$ cat config.mk
export PLATFORM = sky130hd
export DESIGN_NAME = dbg_handshake_mem
export DESIGN_NICKNAME = d
export VERILOG_FILES = /design/src/rtl/dbgh_pkg.sv /design/src/rtl/dbgh_ctrl.sv /design/src/rtl/dbgh_datapath.sv /design/src/rtl/dbg_handshake_mem.sv
export SDC_FILE = /design/constraint.sdc
export NUM_CORES = 1
export LEC_CHECK = 0
export BUFFER_PORTS_ARGS = -buffer_cell sky130_fd_sc_hd__buf_2
export CORE_ASPECT_RATIO = 0.6
export CORE_MARGIN = 2
export CORE_UTILIZATION = 30
export CTS_CLUSTER_SIZE = 16
export DETAILED_ROUTE_END_ITERATION = 10
export GPL_TIMING_DRIVEN = 0
export PLACE_DENSITY = 0.65
export SYNTH_ARGS = -nofsm -noshare
export SYNTH_HDL_FRONTEND = slang
export SYNTH_HIERARCHICAL = 1
export SYNTH_SLANG_ARGS = --single-unit
$ cat constraint.sdc
create_clock -name clk -period 2.57 [get_ports clk]
set_input_delay 0.1285 -clock clk [delete_from_list [all_inputs] [get_ports clk]]
set_output_delay 0.1285 -clock clk [all_outputs]
set_load 0.005 [all_outputs]
$ cat src/rtl/dbgh_pkg.sv
`timescale 1ns/1ps
package dbgh_pkg;

  typedef struct packed {
    logic haltedWr;
    logic goingWr;
    logic resumingWr;
    logic excWr;
    logic excClr;
    logic goSet;
    logic rdFlags;
    logic rdWhereto;
    logic rdAny;
  } dbgh_strobe_t;

  localparam logic [1:0] TGT_ABSTRACT = 2'd0;
  localparam logic [1:0] TGT_PROGBUF  = 2'd1;
  localparam logic [1:0] TGT_RESUME   = 2'd2;

  // JAL with rd = x0; imm scrambled into bits 31:12
  function automatic logic [31:0] jalX0(input logic [20:0] off);
    return {off[20], off[10:1], off[11], off[19:12], 5'd0, 7'h6F};
  endfunction

endpackage

$ cat src/rtl/dbgh_ctrl.sv
`timescale 1ns/1ps
module dbgh_ctrl
  import dbgh_pkg::*;
#(
  parameter int NUM_HARTS     = 4,
  parameter int ADDR_W        = 12,
  parameter int HALTED_ADDR   = 'h100,
  parameter int GOING_ADDR    = 'h104,
  parameter int RESUMING_ADDR = 'h108,
  parameter int EXC_ADDR      = 'h10C,
  parameter int WHERETO_ADDR  = 'h300,
  parameter int FLAGS_BASE    = 'h400,
  localparam int HID_W = (NUM_HARTS > 1) ? $clog2(NUM_HARTS) : 1
) (
  input  logic                 busValid,
  input  logic                 busWrite,
  input  logic [ADDR_W-1:0]    busAddr,
  input  logic [31:0]          busWdata,
  input  logic                 ctlGoReq,
  input  logic [HID_W-1:0]     ctlHartSel,
  input  logic                 ctlResumeReq,
  input  logic [NUM_HARTS-1:0] ctlResumeMask,
  input  logic                 ctlExcClear,
  input  logic [NUM_HARTS-1:0] haltedQ,
  input  logic [NUM_HARTS-1:0] goQ,
  output dbgh_strobe_t         stb,
  output logic [HID_W-1:0]     ackId,
  output logic [HID_W-1:0]     goId,
  output logic [NUM_HARTS-1:0] resumeMask,
  output logic [HID_W-1:0]     rdIdx
);

  logic wrEn, rdEn, idOk, selOk, inFlags;
  logic [ADDR_W-1:0] flagOff;

  assign wrEn    = busValid && busWrite;
  assign rdEn    = busValid && !busWrite;
  assign idOk    = busWdata < 32'(NUM_HARTS);
  assign ackId   = busWdata[HID_W-1:0];
  assign flagOff = busAddr - ADDR_W'(FLAGS_BASE);
  assign inFlags = flagOff < ADDR_W'(NUM_HARTS);
  assign rdIdx   = flagOff[HID_W-1:0];
  assign goId    = ctlHartSel;

  generate
    if ((1 << HID_W) == NUM_HARTS) begin : gSelFull
      assign selOk = 1'b1;
    end else begin : gSelPart
      assign selOk = {{(32-HID_W){1'b0}}, ctlHartSel} < 32'(NUM_HARTS);
    end
  endgenerate

  always_comb begin
    stb            = '0;
    stb.haltedWr   = wrEn && idOk && (busAddr == ADDR_W'(HALTED_ADDR));
    stb.goingWr    = wrEn && idOk && (busAddr == ADDR_W'(GOING_ADDR));
    stb.resumingWr = wrEn && idOk && (busAddr == ADDR_W'(RESUMING_ADDR));
    stb.excWr      = wrEn && (busAddr == ADDR_W'(EXC_ADDR));
    stb.excClr     = ctlExcClear;
    stb.goSet      = ctlGoReq && selOk && haltedQ[ctlHartSel] && (goQ == '0);
    stb.rdAny      = rdEn;
    stb.rdFlags    = rdEn && inFlags;
    stb.rdWhereto  = rdEn && (busAddr == ADDR_W'(WHERETO_ADDR));
    resumeMask     = ctlResumeReq ? (ctlResumeMask & haltedQ) : '0;
  end

endmodule

$ cat src/rtl/dbgh_datapath.sv
`timescale 1ns/1ps
module dbgh_datapath
  import dbgh_pkg::*;
#(
  parameter int NUM_HARTS     = 4,
  parameter int WHERETO_ADDR  = 'h300,
  parameter int ABSTRACT_ADDR = 'h338,
  parameter int PROGBUF_ADDR  = 'h344,
  parameter int RESUME_ADDR   = 'h804,
  localparam int HID_W = (NUM_HARTS > 1) ? $clog2(NUM_HARTS) : 1
) (
  input  logic                 clk,
  input  logic                 rstN,
  input  dbgh_strobe_t         stb,
  input  logic [HID_W-1:0]     ackId,
  input  logic [HID_W-1:0]     goId,
  input  logic [NUM_HARTS-1:0] resumeMask,
  input  logic [HID_W-1:0]     rdIdx,
  input  logic [1:0]           ctlTarget,
  output logic [NUM_HARTS-1:0] haltedQ,
  output logic [NUM_HARTS-1:0] goQ,
  output logic [NUM_HARTS-1:0] ackQ,
  output logic                 excQ,
  output logic                 rvalidQ,
  output logic [31:0]          rdataQ
);

  localparam int OFF_ABS = ABSTRACT_ADDR - WHERETO_ADDR;
  localparam int OFF_PB  = PROGBUF_ADDR - WHERETO_ADDR;
  localparam int OFF_RES = RESUME_ADDR - WHERETO_ADDR;

  logic [NUM_HARTS-1:0] resQ;
  logic [1:0]           targetQ;
  logic [7:0]           flagByte [NUM_HARTS];
  logic [31:0]          wheretoWord;

  genvar g;
  generate
    for (g = 0; g < NUM_HARTS; g++) begin : gFlag
      assign flagByte[g] = {6'd0, resQ[g], goQ[g]};
    end
  endgenerate

  always_comb begin
    case (targetQ)
      TGT_ABSTRACT: wheretoWord = jalX0(21'(OFF_ABS));
      TGT_PROGBUF:  wheretoWord = jalX0(21'(OFF_PB));
      default:      wheretoWord = jalX0(21'(OFF_RES));
    endcase
  end

  always_ff @(posedge clk) begin
    if (!rstN) begin
      haltedQ <= '0;
      goQ     <= '0;
      resQ    <= '0;
      ackQ    <= '0;
      excQ    <= 1'b0;
      targetQ <= TGT_RESUME;
      rvalidQ <= 1'b0;
      rdataQ  <= '0;
    end else begin
      for (int i = 0; i < NUM_HARTS; i++) begin
        if (stb.haltedWr && ackId == HID_W'(i)) haltedQ[i] <= 1'b1;
        if (stb.goSet && goId == HID_W'(i)) goQ[i] <= 1'b1;
        if (stb.goingWr && ackId == HID_W'(i)) goQ[i] <= 1'b0;
        if (resumeMask[i]) begin
          resQ[i] <= 1'b1;
          ackQ[i] <= 1'b0;
        end
        if (stb.resumingWr && ackId == HID_W'(i)) begin
          resQ[i]    <= 1'b0;
          haltedQ[i] <= 1'b0;
          ackQ[i]    <= 1'b1;
        end
      end
      if (stb.goSet) targetQ <= ctlTarget;
      if (stb.excWr) excQ <= 1'b1;
      if (stb.excClr) excQ <= 1'b0;
      rvalidQ <= stb.rdAny;
      if (stb.rdFlags)        rdataQ <= {24'd0, flagByte[rdIdx]};
      else if (stb.rdWhereto) rdataQ <= wheretoWord;
      else                    rdataQ <= '0;
    end
  end

endmodule

$ cat src/rtl/dbg_handshake_mem.sv
`timescale 1ns/1ps
module dbg_handshake_mem
  import dbgh_pkg::*;
#(
  parameter int NUM_HARTS     = 4,
  parameter int ADDR_W        = 12,
  parameter int HALTED_ADDR   = 'h100,
  parameter int GOING_ADDR    = 'h104,
  parameter int RESUMING_ADDR = 'h108,
  parameter int EXC_ADDR      = 'h10C,
  parameter int WHERETO_ADDR  = 'h300,
  parameter int ABSTRACT_ADDR = 'h338,
  parameter int PROGBUF_ADDR  = 'h344,
  parameter int RESUME_ADDR   = 'h804,
  parameter int FLAGS_BASE    = 'h400,
  localparam int HID_W = (NUM_HARTS > 1) ? $clog2(NUM_HARTS) : 1
) (
  input  logic                 clk,
  input  logic                 rstN,
  input  logic                 busValid,
  input  logic                 busWrite,
  input  logic [ADDR_W-1:0]    busAddr,
  input  logic [31:0]          busWdata,
  output logic [31:0]          busRdata,
  output logic                 busRvalid,
  input  logic                 ctlGoReq,
  input  logic [HID_W-1:0]     ctlHartSel,
  input  logic [1:0]           ctlTarget,
  input  logic                 ctlResumeReq,
  input  logic [NUM_HARTS-1:0] ctlResumeMask,
  input  logic                 ctlExcClear,
  output logic [NUM_HARTS-1:0] haltedOut,
  output logic [NUM_HARTS-1:0] resumeAckOut,
  output logic                 excOut
);

  dbgh_strobe_t         stb;
  logic [HID_W-1:0]     ackId, goId, rdIdx;
  logic [NUM_HARTS-1:0] resumeMask, haltedQ, goQ;

  dbgh_ctrl #(
    .NUM_HARTS(NUM_HARTS), .ADDR_W(ADDR_W),
    .HALTED_ADDR(HALTED_ADDR), .GOING_ADDR(GOING_ADDR),
    .RESUMING_ADDR(RESUMING_ADDR), .EXC_ADDR(EXC_ADDR),
    .WHERETO_ADDR(WHERETO_ADDR), .FLAGS_BASE(FLAGS_BASE)
  ) uCtrl (
    .busValid(busValid), .busWrite(busWrite), .busAddr(busAddr),
    .busWdata(busWdata), .ctlGoReq(ctlGoReq), .ctlHartSel(ctlHartSel),
    .ctlResumeReq(ctlResumeReq), .ctlResumeMask(ctlResumeMask),
    .ctlExcClear(ctlExcClear), .haltedQ(haltedQ), .goQ(goQ),
    .stb(stb), .ackId(ackId), .goId(goId), .resumeMask(resumeMask),
    .rdIdx(rdIdx)
  );

  dbgh_datapath #(
    .NUM_HARTS(NUM_HARTS), .WHERETO_ADDR(WHERETO_ADDR),
    .ABSTRACT_ADDR(ABSTRACT_ADDR), .PROGBUF_ADDR(PROGBUF_ADDR),
    .RESUME_ADDR(RESUME_ADDR)
  ) uData (
    .clk(clk), .rstN(rstN), .stb(stb), .ackId(ackId), .goId(goId),
    .resumeMask(resumeMask), .rdIdx(rdIdx), .ctlTarget(ctlTarget),
    .haltedQ(haltedQ), .goQ(goQ), .ackQ(resumeAckOut), .excQ(excOut),
    .rvalidQ(busRvalid), .rdataQ(busRdata)
  );

  assign haltedOut = haltedQ;

endmodule

==> results of run 1 <==
logic make-up (layout without fill, tap and decap cells):
kind of cell    count (synthesis)  count (layout)  synth area share, %
other cells                     1              19                0.245
mux                             6               6                 4.75
simple gates                   66              66                 29.4
flops                          27              27                 35.4
buf+inv                        43             125                 19.2
compound gates                 20              20                 11.0
metal layers:
metal  share of wire (%)  global-route usage [%]  wire (µm)
met2                  46                    21.1       1720
met5                   0                       0          0
met4                0.46                    1.84         17
met3                 7.5                    3.82        281
met1                  46                    19.6       1720
stage by stage:
| step | worst slack [ns] | hold slack, ns | cell area (µm²) | power (mW) | instances |
|---|---|---|---|---|---|
| 3_3_place_gp | 0.436 | 0.292 | 2060 | 0.543 | 324 |
| 6_report | 0.741 | 0.0684 | 2120 | 0.777 | 329 |
| 3_5_place_dp | 0.468 | 0.299 | 2060 | 0.545 | 324 |
| 4_1_cts | 0.755 | 0.00619 | 2110 | 0.781 | 328 |
| 5_1_grt | 0.562 | 0.0738 | 2120 | 0.818 | 329 |
| 2_1_floorplan | 0.904 | 0.255 | 1600 | 0.491 | 181 |
power groups by stage:
stage                     clock network (mW)  registers (mW)  logic [mW]
after global routing                   0.266           0.419       0.133
final                                  0.239           0.419       0.120
after detailed placement                   0           0.428       0.117
after global placement                     0           0.428       0.114
after CTS                              0.245           0.419       0.118
after floorplan                            0           0.429      0.0625
flip-flops by register name, summed over array words and instances (netlist names):
name	count
uData/rdataQ	7
uData/goQ	4
uData/targetQ	2
uData/resQ	4
uData/rvalidQ	1
uData/excQ	1
uData/ackQ	4
uData/haltedQ	4
cells in the final DEF (no fill, tap or decap), types with 2 or more instances in the layout:
| cell type | instances |
|---|---|
| nor3b_1 | 2 |
| nand3b_1 | 3 |
| clkbuf_8 | 3 |
| dfxtp_1 | 27 |
| and3b_2 | 2 |
| and3b_1 | 2 |
| buf_4 | 34 |
| nand2b_1 | 5 |
| nor2b_1 | 5 |
| a21oi_1 | 2 |
| nor4_1 | 10 |
| a31oi_1 | 2 |
| o21a_1 | 2 |
| o21ai_0 | 2 |
| nor4b_1 | 2 |
| nor2_1 | 11 |
| and3_1 | 6 |
| clkbuf_2 | 2 |
| o211a_1 | 4 |
| o221a_2 | 3 |
| nand4_1 | 2 |
| inv_1 | 5 |
| conb_1 | 19 |
| buf_2 | 79 |
| o221ai_1 | 2 |
| nor3_1 | 3 |
| mux2i_1 | 5 |
| nand2_1 | 4 |
path summary, 6_finish.rpt:
path | cells after the start | slack [ns] | endpoint | startpoint
worst max-delay path | 6 | 0.74 | uData/haltedQ[0] | busAddr[5]
worst min-delay path | 3 | 0.07 | uData/targetQ[1] | ctlTarget[1]
worst max register to register | 4 | 0.91 | uData/goQ[1] | uData/haltedQ[0]
worst min register to register | 2 | 0.47 | uData/ackQ[1] | uData/ackQ[1]
layout make-up:
cell class | count | area, µm² | area share [%]
plain buffers | 38 | 275 | 13.0
well taps | 66 | 82.6 | 3.90
multi-input cells | 111 | 761 | 35.9
flip-flops and latches | 27 | 541 | 25.5
repair buffers | 78 | 395 | 18.7
clock buffers | 4 | 45.0 | 2.13
inverters | 5 | 18.8 | 0.886
critical path: stages:
cell	delay (ns)
buf_2	0.11
nor4_4	0.30
nand4_2	0.19
nor4b_1	0.67
or3b_1	0.42
a211oi_2	0.21
what timing repair did:
| item | CTS | global route |
|---|---|---|
| resized for setup | 0 | 0 |
| buffers inserted | 0 | 0 |
| hold endpoints to repair | 0 | 1 |
| hold buffers | 0 | 1 |
==> qor.txt, run 1 <==
======================================================================================================
DPL Wire Length .........................................................................      3140 µm
Dominant cells by area after synthesis .................................................. dfxtp_1 (35%), buf_4 (17%), nor4_1 (4.1%), mux2i_1 (3.3%), nor2_1 (2.7%)
Leakage power ...........................................................................      1.14 nW
Tightest Pin Transition .................................................................     0.684 ns
Post-Syn Instances ......................................................................          163
Asr flop ratio synth ....................................................................           0%
Global router's overall resource usage ..................................................        13.7%
Net switching component of the power ....................................................       178 µW
Area fraction of the dominant cell type after synthesis .................................        35.4%
Req. time, crit path ....................................................................      2.77 ns
Number of pins exceeding their max-slew limit in the final report .......................            0
Dominant cell type by area after synthesis ..............................................      dfxtp_1
Result of the run ....................................................................... finished clean
Router iterations before antenna repair .................................................            4
Highest Clock Rate ......................................................................      547 MHz
Floorplan row count .....................................................................           20
Power share of the sequential group .....................................................        53.9%
Tightest slew margin relative to the limit ..............................................        53.7%
Min-Delay Path Class ....................................................................    in -> reg
Full die area ...........................................................................     5700 µm²
Wire length of the first global-routing pass ............................................      5940 µm
Max Clock Skew ..........................................................................   0.00453 ns
Core ar. ................................................................................     4980 µm²
Vias per std cell .......................................................................         4.29
Die Span X ..............................................................................      96.1 µm
Effective utilization at floorplan ......................................................        30.7%
Number of clock buffers inserted by TritonCTS ...........................................            3
Internal power component ................................................................       599 µW
CP Class ................................................................................    in -> reg
Die Ht ..................................................................................      59.3 µm
Port bufs ...............................................................................           77
FILL cells ..............................................................................          514
Remaining antenna violation count after routing .........................................            0
VDD IR max ..............................................................................     0.175 mV
Clock power frac ........................................................................        30.7%
Most common library cells after synthesis ............................................... buf_4 (34), dfxtp_1 (27), nor2_1 (11)
Unrepaired setup endpoints after global routing .........................................        false
Level count of the clock H-tree .........................................................            1
Number of synthesized flops with an enable pin ..........................................            0
Iteration-0 DRC count of the detailed router ............................................           51
Synthesis Warnings ......................................................................            6
Fraction of the yosys area taken by sequential cells ....................................        35.4%
IO Pins .................................................................................          101
Initial antenna violation count .........................................................            0
Clock transition at the register clock pins on the worst setup and hold paths after CTS .      0.09 ns
Synth-to-layout area growth .............................................................        38.7%
Number of buffers on the longest clock path .............................................            2
Final GP Congestion .....................................................................        0.742
Routed Wire Length ......................................................................      3740 µm
Switching part of the total .............................................................        22.9%
Final standard cell utilization of the core .............................................        42.5%
Sort of element at the start of the critical path ....................................... primary input
Synthesis-stage register bit count ......................................................           27
Highest fanout seen on the critical path ................................................            4
Most used standard cell by instance count after synthesis ...............................        buf_4
Maximum number of pins on one net before global-route repair ............................           15
Number of nets in the finished design ...................................................          323
Comb pwr share ..........................................................................        15.4%
Post-detailed-route wirelength per cell .................................................      11.4 µm
Sort of element at the end of the critical path .........................................    flip-flop
Final setup violating endpoints .........................................................            0
Vias in the first global route ..........................................................         1226
Max Cap Viol ............................................................................            0
Total power divided by cell area ........................................................   367 nW/µm²
Post-Route Setup TNS ....................................................................         0 ns
Hold Violations, Final ..................................................................            0
Post-synth top flop .....................................................................      dfxtp_1
ANT cells ...............................................................................            0
Worst skew pair latency .................................................................      0.27 ns
Residual overflow from global routing ...................................................            0
CTS tree ................................................................................        built
Layout cell share with drive strength beyond 1 ..........................................        49.4%
Residual DRC ............................................................................            0
Syn Area/Cell ...........................................................................     9.37 µm²
Via count of the routed design ..........................................................         1411
Final critical delay including setup and external delays ................................      1.83 ns
Crit path DAT ...........................................................................      2.03 ns
CTS sink cnt ............................................................................           27
Synth Cell Area .........................................................................     1530 µm²
Clock tree root buffer cell .............................................................     clkbuf_8
Post-route fraction of the period consumed by the critical path .........................        71.2%
Post-synth cell types ...................................................................           40
======================================================================================================
Power figures use the tool's default switching activity.
==> run 2, diff against run 1 <==
--- a/config.mk
+++ b/config.mk
@@ -12,7 +12,7 @@
 export CTS_CLUSTER_SIZE = 16
 export DETAILED_ROUTE_END_ITERATION = 10
 export GPL_TIMING_DRIVEN = 0
-export PLACE_DENSITY = 0.65
+export PLACE_DENSITY = 0.67
 export SYNTH_ARGS = -nofsm -noshare
 export SYNTH_HDL_FRONTEND = slang
 export SYNTH_HIERARCHICAL = 1
==> constraint.sdc (replaced) <==
create_clock -name clk -period 1.6 [get_ports clk]
set_input_delay 0.08 -clock clk [delete_from_list [all_inputs] [get_ports clk]]
set_output_delay 0.08 -clock clk [all_outputs]
set_load 0.005 [all_outputs]
==> run 2 against run 1 <==
  * The run now ends with negative setup slack left
  * Sequential cell count unchanged
  * Hold slack got worse by 0.042 ns
  * First-iteration DRC count decreased by 29%
  * Via count increased by 0.92%
  * Clock power increased by 58%
  * Final cell count increased by 0.61%
  * Routed wire length decreased by 1.6%
  * Worst setup slack got worse by 0.74 ns
  * Critical path type unchanged
  * Largest cell class unchanged
  * Largest power group unchanged
==> qor.txt, run 2 (synthesis results as in run 1) <==
======================================================================================================
Reg with most FFs ....................................................................... uData/rdataQ
Internal power component ................................................................       964 µW   +61%
Max Clock Skew ..........................................................................   0.00528 ns   +0.000743 ns
GRT met1 Usage ..........................................................................        17.4%   -2.2 points
VDD IR max ..............................................................................     0.284 mV   +62%
Power share of the sequential group .....................................................        54.0%   about the same
Effective utilization at floorplan ......................................................        30.7%   unchanged
Layout cell share with drive strength beyond 1 ..........................................        52.8%   +3.4 points
Port bufs ...............................................................................           77   unchanged
Iteration-0 DRC count of the detailed router ............................................           36   -29%
Vias in the first global route ..........................................................         1263   +3.0%
Sort of element at the end of the critical path .........................................    flip-flop
Number of buffers on the longest clock path .............................................            2   unchanged
Die Span X ..............................................................................      96.1 µm   unchanged
Initial antenna violation count .........................................................            0   unchanged
FILL cells ..............................................................................          501   -2.5%
CTS sink cnt ............................................................................           27   unchanged
Comb pwr share ..........................................................................        15.6%   +0.2 points
Worst skew pair latency .................................................................      0.27 ns   about the same
Highest fanout seen on the critical path ................................................            4   unchanged
Residual DRC ............................................................................            0   unchanged
Crit path DAT ...........................................................................      1.79 ns   -0.24 ns
Worst setup path start ..................................................................  busWdata[4]
Flip-flop count of the largest register after layout ....................................            7   unchanged
Busiest grt layer .......................................................................         met2
Req. time, crit path ....................................................................      1.79 ns   -0.98 ns
Clock tree root buffer cell .............................................................     clkbuf_8
Post-Place Cells ........................................................................          324   unchanged
Leakage power ...........................................................................      1.16 nW   +2.3%
Synth-to-layout area growth .............................................................        43.0%
Floorplan row count .....................................................................           20   unchanged
CP Class ................................................................................    in -> reg
IO Pins .................................................................................          101   unchanged
Hold Violations, Final ..................................................................            0   unchanged
Result of the run ....................................................................... complete, but fails checks
DPL Wire Length .........................................................................      3150 µm   +0.46%
Routing usage on met2 ...................................................................        22.1%   +0.99 points
Global router's overall resource usage ..................................................        13.3%   -0.42 points
Remaining antenna violation count after routing .........................................            0   unchanged
Wire length of the first global-routing pass ............................................      5820 µm   -2.1%
Number of pins exceeding their max-slew limit in the final report .......................            0   unchanged
Routed Wire Length ......................................................................      3680 µm   -1.6%
Core ar. ................................................................................     4980 µm²   unchanged
Highest Clock Rate ......................................................................      625 MHz
Minimum setup slack after placement .....................................................    -0.374 ns   -0.842 ns
FF-to-FF Start .......................................................................... uData/haltedQ[3]
Violations in the final reports ......................................................... negative setup slack
Met3 Use GR .............................................................................        4.20%   +0.38 points
Area of all placed cells without fillers ................................................     2180 µm²   +3.1%
Post-route fraction of the period consumed by the critical path .........................         100%
ANT cells ...............................................................................            0   unchanged
Cell area after placement ...............................................................     2070 µm²   +0.30%
Via count of the routed design ..........................................................         1424   +0.92%
Vias per std cell .......................................................................         4.30   +0.31%
Sort of element at the start of the critical path ....................................... primary input
Maximum number of pins on one net before global-route repair ............................           15   unchanged
Switching part of the total .............................................................        22.6%   -0.27 points
Final setup violating endpoints .........................................................            1   +1
Min-Delay Path Class ....................................................................    in -> reg
Clock power frac ........................................................................        30.4%   -0.3 points
Unrepaired setup endpoints after global routing .........................................         true
Final GP Congestion .....................................................................        0.755   +1.8%
Router iterations before antenna repair .................................................            5   +1
Number of clock buffers inserted by TritonCTS ...........................................            3   unchanged
Number of nets in the finished design ...................................................          325   +0.62%
Launch point of the worst hold path ..................................................... ctlTarget[1]
Die Ht ..................................................................................      59.3 µm   unchanged
Full die area ...........................................................................     5700 µm²   unchanged
Max Cap Viol ............................................................................            0   unchanged
Residual overflow from global routing ...................................................            0   unchanged
Most frequent standard cell in the layout excluding fill and tap cells ..................        buf_2
Leading cell types in the layout, fill and taps excluded ................................ buf_2 (79), buf_4 (36), dfxtp_1 (24)
Clock transition at the register clock pins on the worst setup and hold paths after CTS .      0.09 ns   about the same
Final critical delay including setup and external delays ................................      1.60 ns
Total power divided by cell area ........................................................   570 nW/µm²   +55%
Net switching component of the power ....................................................       281 µW   +58%
CTS tree ................................................................................        built
Post-detailed-route wirelength per cell .................................................      11.1 µm   -2.1%
Final worst hold slack ..................................................................    0.0266 ns   -0.0417 ns
Level count of the clock H-tree .........................................................            1   unchanged
Setup slack after layout ................................................................  -0.00101 ns   -0.742 ns
Final Non-Filler Cells ..................................................................          331   +0.61%
======================================================================================================
run 2: power groups by stage:
stage                     combinational (mW)  clock (mW)  sequential [mW]
final                                  0.194       0.378            0.672
after global routing                   0.216       0.434            0.673
after CTS                              0.190       0.407            0.673
after detailed placement               0.187           0            0.688
after global placement                 0.184           0            0.688
after floorplan                        0.101           0            0.688
run 2: what timing repair did:
item | 4_1_cts | 5_1_grt
setup buffers | 0 | 2
hold buffers | 1 | 0
endpoints found under the hold margin | 1 | 0
resized for setup | 5 | 5
endpoints found under the setup margin | 5 | 6
pin swaps | 0 | 5
run 2: path summary, 6_finish.rpt:
| path | endpoint | slack (ns) | depth (start not counted) |
|---|---|---|---|
| hold reg to reg | uData/ackQ[1] | 0.48 | 2 |
| setup / recovery | uData/haltedQ[0] | -0.001 | 7 |
| hold / removal | uData/targetQ[1] | 0.03 | 3 |
| setup reg to reg | uData/goQ[1] | 0.03 | 4 |
run 2: critical path: stages:
cell and delay (ns):
buf_2 0.09, nor4_1 0.29, nand4_1 0.14, buf_4 0.17, nor4b_4 0.38, or3b_1 0.40, a211oi_2 0.23
run 2: area by class of cell:
type / count / area [µm²] / area share, %
flip-flops and latches: 27 / 544 / 24.9
inverters: 5 / 18.8 / 0.859
repair buffers: 80 / 410 / 18.8
well taps: 66 / 82.6 / 3.78
clock buffers: 4 / 45.0 / 2.06
multi-input cells: 111 / 808 / 37.0
plain buffers: 38 / 275 / 12.6
run 2: metal layers:
layer	share of wire, %	vias to the layer above	wire (µm)
met5	0	-	0
met2	45	38	1670
met4	0.22	0	8
li1	-	742	-
met1	48	641	1770
met3	6.2	3	227
run 2: through the flow:
stage | TNS, ns | util, % | total power [mW]
finish | -0.00101 | 43.9 | 1.24
global route | -0.0419 | 43.9 | 1.32
detailed placement | -3.17 | 41.6 | 0.875
floorplan | 0 | - | 0.789
CTS | -0.0239 | 43.1 | 1.27
global placement | -3.36 | 41.6 | 0.873
==> run 3, diff against run 2 <==
--- a/config.mk
+++ b/config.mk
@@ -13,6 +13,7 @@
 export DETAILED_ROUTE_END_ITERATION = 10
 export GPL_TIMING_DRIVEN = 0
 export PLACE_DENSITY = 0.67
+export REMOVE_ABC_BUFFERS = 1
 export SYNTH_ARGS = -nofsm -noshare
 export SYNTH_HDL_FRONTEND = slang
 export SYNTH_HIERARCHICAL = 1
==> run 3 against run 2 <==
  * The run now ends clean
  * Power shrank 4.0%
  * Design area shrank 11%
  * Worst setup slack gained 0.032 ns
  * First-iteration DRC count grew 14%
  * Core utilization shrank 4.8 points
  * Via count shrank 6.4%
  * Maximum frequency grew 2.1%
  * Register-to-register slack is essentially flat
  * Largest power group unchanged
==> qor.txt, run 3 (synthesis results as in run 1) <==
======================================================================================================
Layout cell share with drive strength beyond 1 ..........................................        45.3%   -7.6 points
Maximum number of pins on one net before global-route repair ............................           18   +3
Number of buffers on the longest clock path .............................................            2   unchanged
ANT cells ...............................................................................            0   unchanged
CP Class ................................................................................   reg -> reg
Residual overflow from global routing ...................................................            0   unchanged
Minimum setup slack after placement .....................................................    -0.540 ns   -0.166 ns
Crit path DAT ...........................................................................      1.73 ns   -0.06 ns
Routed Wire Length ......................................................................      3750 µm   +2.0%
Initial antenna violation count .........................................................            0   unchanged
Via count of the routed design ..........................................................         1333   -6.4%
Reg with most FFs ....................................................................... uData/rdataQ
DPL Wire Length .........................................................................      3020 µm   -4.2%
Min-Delay Path Class ....................................................................    in -> reg
Leading cell types in the layout, fill and taps excluded ................................ buf_2 (81), dfxtp_1 (26), conb_1 (19)
Highest fanout seen on the critical path ................................................            7   +3
Post-route fraction of the period consumed by the critical path .........................        98.0%   -2.0 points
Die Ht ..................................................................................      59.3 µm   unchanged
Number of clock buffers inserted by TritonCTS ...........................................            3   unchanged
Wire length of the first global-routing pass ............................................      5820 µm   +0.12%
Floorplan row count .....................................................................           20   unchanged
Most frequent standard cell in the layout excluding fill and tap cells ..................        buf_2
Max Cap Viol ............................................................................            0   unchanged
Full die area ...........................................................................     5700 µm²   unchanged
Remaining antenna violation count after routing .........................................            0   unchanged
Vias in the first global route ..........................................................         1241   -1.7%
Vias per std cell .......................................................................         4.47   +4.0%
Synth-to-layout area growth .............................................................        27.2%
Result of the run ....................................................................... finished clean
Post-detailed-route wirelength per cell .................................................      12.6 µm   +13%
CTS tree ................................................................................        built
Final GP Congestion .....................................................................        0.767   +1.6%
GRT met1 Usage ..........................................................................        18.3%   +0.95 points
VDD IR max ..............................................................................     0.286 mV   +0.94%
Setup slack after layout ................................................................    0.0313 ns   +0.0323 ns
Hold Violations, Final ..................................................................            0   unchanged
Final critical delay including setup and external delays ................................      1.57 ns   -0.0323 ns
Number of pins exceeding their max-slew limit in the final report .......................            0   unchanged
Req. time, crit path ....................................................................      1.77 ns   -0.02 ns
Busiest grt layer .......................................................................         met2
Clock tree root buffer cell .............................................................     clkbuf_8
Die Span X ..............................................................................      96.1 µm   unchanged
Worst skew pair latency .................................................................      0.27 ns   about the same
Router iterations before antenna repair .................................................            4   -1
Unrepaired setup endpoints after global routing .........................................        false
CTS sink cnt ............................................................................           27   unchanged
Sort of element at the start of the critical path .......................................    flip-flop
Cell area after placement ...............................................................     1810 µm²   -13%
Sort of element at the end of the critical path .........................................    flip-flop
Total power divided by cell area ........................................................   615 nW/µm²   +8.0%
Final setup violating endpoints .........................................................            0   -1
Level count of the clock H-tree .........................................................            1   unchanged
Global router's overall resource usage ..................................................        13.3%   about the same
IO Pins .................................................................................          101   unchanged
Clock transition at the register clock pins on the worst setup and hold paths after CTS .      0.09 ns   about the same
Routing usage on met2 ...................................................................        21.6%   -0.50 points
Number of nets in the finished design ...................................................          292   -10%
Met3 Use GR .............................................................................        4.07%   -0.13 points
Core ar. ................................................................................     4980 µm²   unchanged
Effective utilization at floorplan ......................................................        30.7%   unchanged
Port bufs ...............................................................................           81   +5.2%
Highest Clock Rate ......................................................................      637 MHz   +2.1%
Flip-flop count of the largest register after layout ....................................            7   unchanged
Max Clock Skew ..........................................................................   0.00491 ns   -0.000370 ns
Leakage power ...........................................................................      1.00 nW   -14%
Residual DRC ............................................................................            0   unchanged
Iteration-0 DRC count of the detailed router ............................................           41   +14%
Area of all placed cells without fillers ................................................     1940 µm²   -11%
======================================================================================================
==> run 3: cell count changes in the layout (fill, tap and decap cells not counted) <==
cell      before  now
buf_2         79   81
buf_4         36    3
dfxtp_1       24   26
nor4_4         1    2
clkbuf_2       2    0
nor4_2         2    1
dfxtp_2        3    1
==> run 3: final timing paths <==
check / cells past startpoint / end / start / slack (ns)
max: 4 / uData/goQ[1] / uData/haltedQ[1] / 0.03
min: 3 / uData/targetQ[1] / ctlTarget[1] / 0.03
max reg2reg: 4 / uData/goQ[1] / uData/haltedQ[1] / 0.03
min reg2reg: 1 / uData/rdataQ[25] / uData/targetQ[0] / 0.48
==> run 3: what timing repair did <==
item / in CTS / in global routing
buffers inserted: 0 / 3
hold buffers: 1 / 0
resized for setup: 5 / 5
pin swaps: 1 / 4
cloned: 0 / 0
endpoints found under the hold margin: 1 / 0
setup endpoints to repair: 14 / 17
==> run 3: area by class of cell <==
class                      instances  area [µm²]
inverter                           5        18.8
tap                               66        82.6
clock buffer                       4        45.0
multi-input combinational        111         817
sequential                        27         542
fill                             515        3040
timing repair buffer              85         438
==> run 3: stage by stage <==
stage	total power [mW]	hold slack [ns]	utilization [%]	TNS, ns	instances
6_report	1.20	0.0330	39.0	0	298
5_1_grt	1.26	0.0575	39.0	0	298
4_1_cts	1.21	0.0341	37.9	-0.0131	295
3_5_place_dp	0.826	0.250	36.3	-5.44	290
3_3_place_gp	0.823	0.242	36.3	-4.42	290
2_1_floorplan	0.724	0.157	-	-0.0172	143
==> run 3: critical path, stage by stage (launching register included) <==
cell and delay [ns]:
dfxtp_1 0.36, mux4_2 0.45, and3_4 0.22, and3b_1 0.18
o221a_2 0.25
==> run 3: power by group <==
part	switching [mW]	internal, mW
registers	0.000161	0.672
logic	0.0747	0.0703
clock network	0.200	0.178
total	0.275	0.921
==> run 3: layer usage <==
layer | up-vias | routed length (µm) | part of all wire, %
li1 | 674 | - | -
met1 | 605 | 1900 | 51
met2 | 54 | 1580 | 42
met3 | 0 | 270 | 7.2
met4 | 0 | 0 | 0
met5 | - | 0 | 0
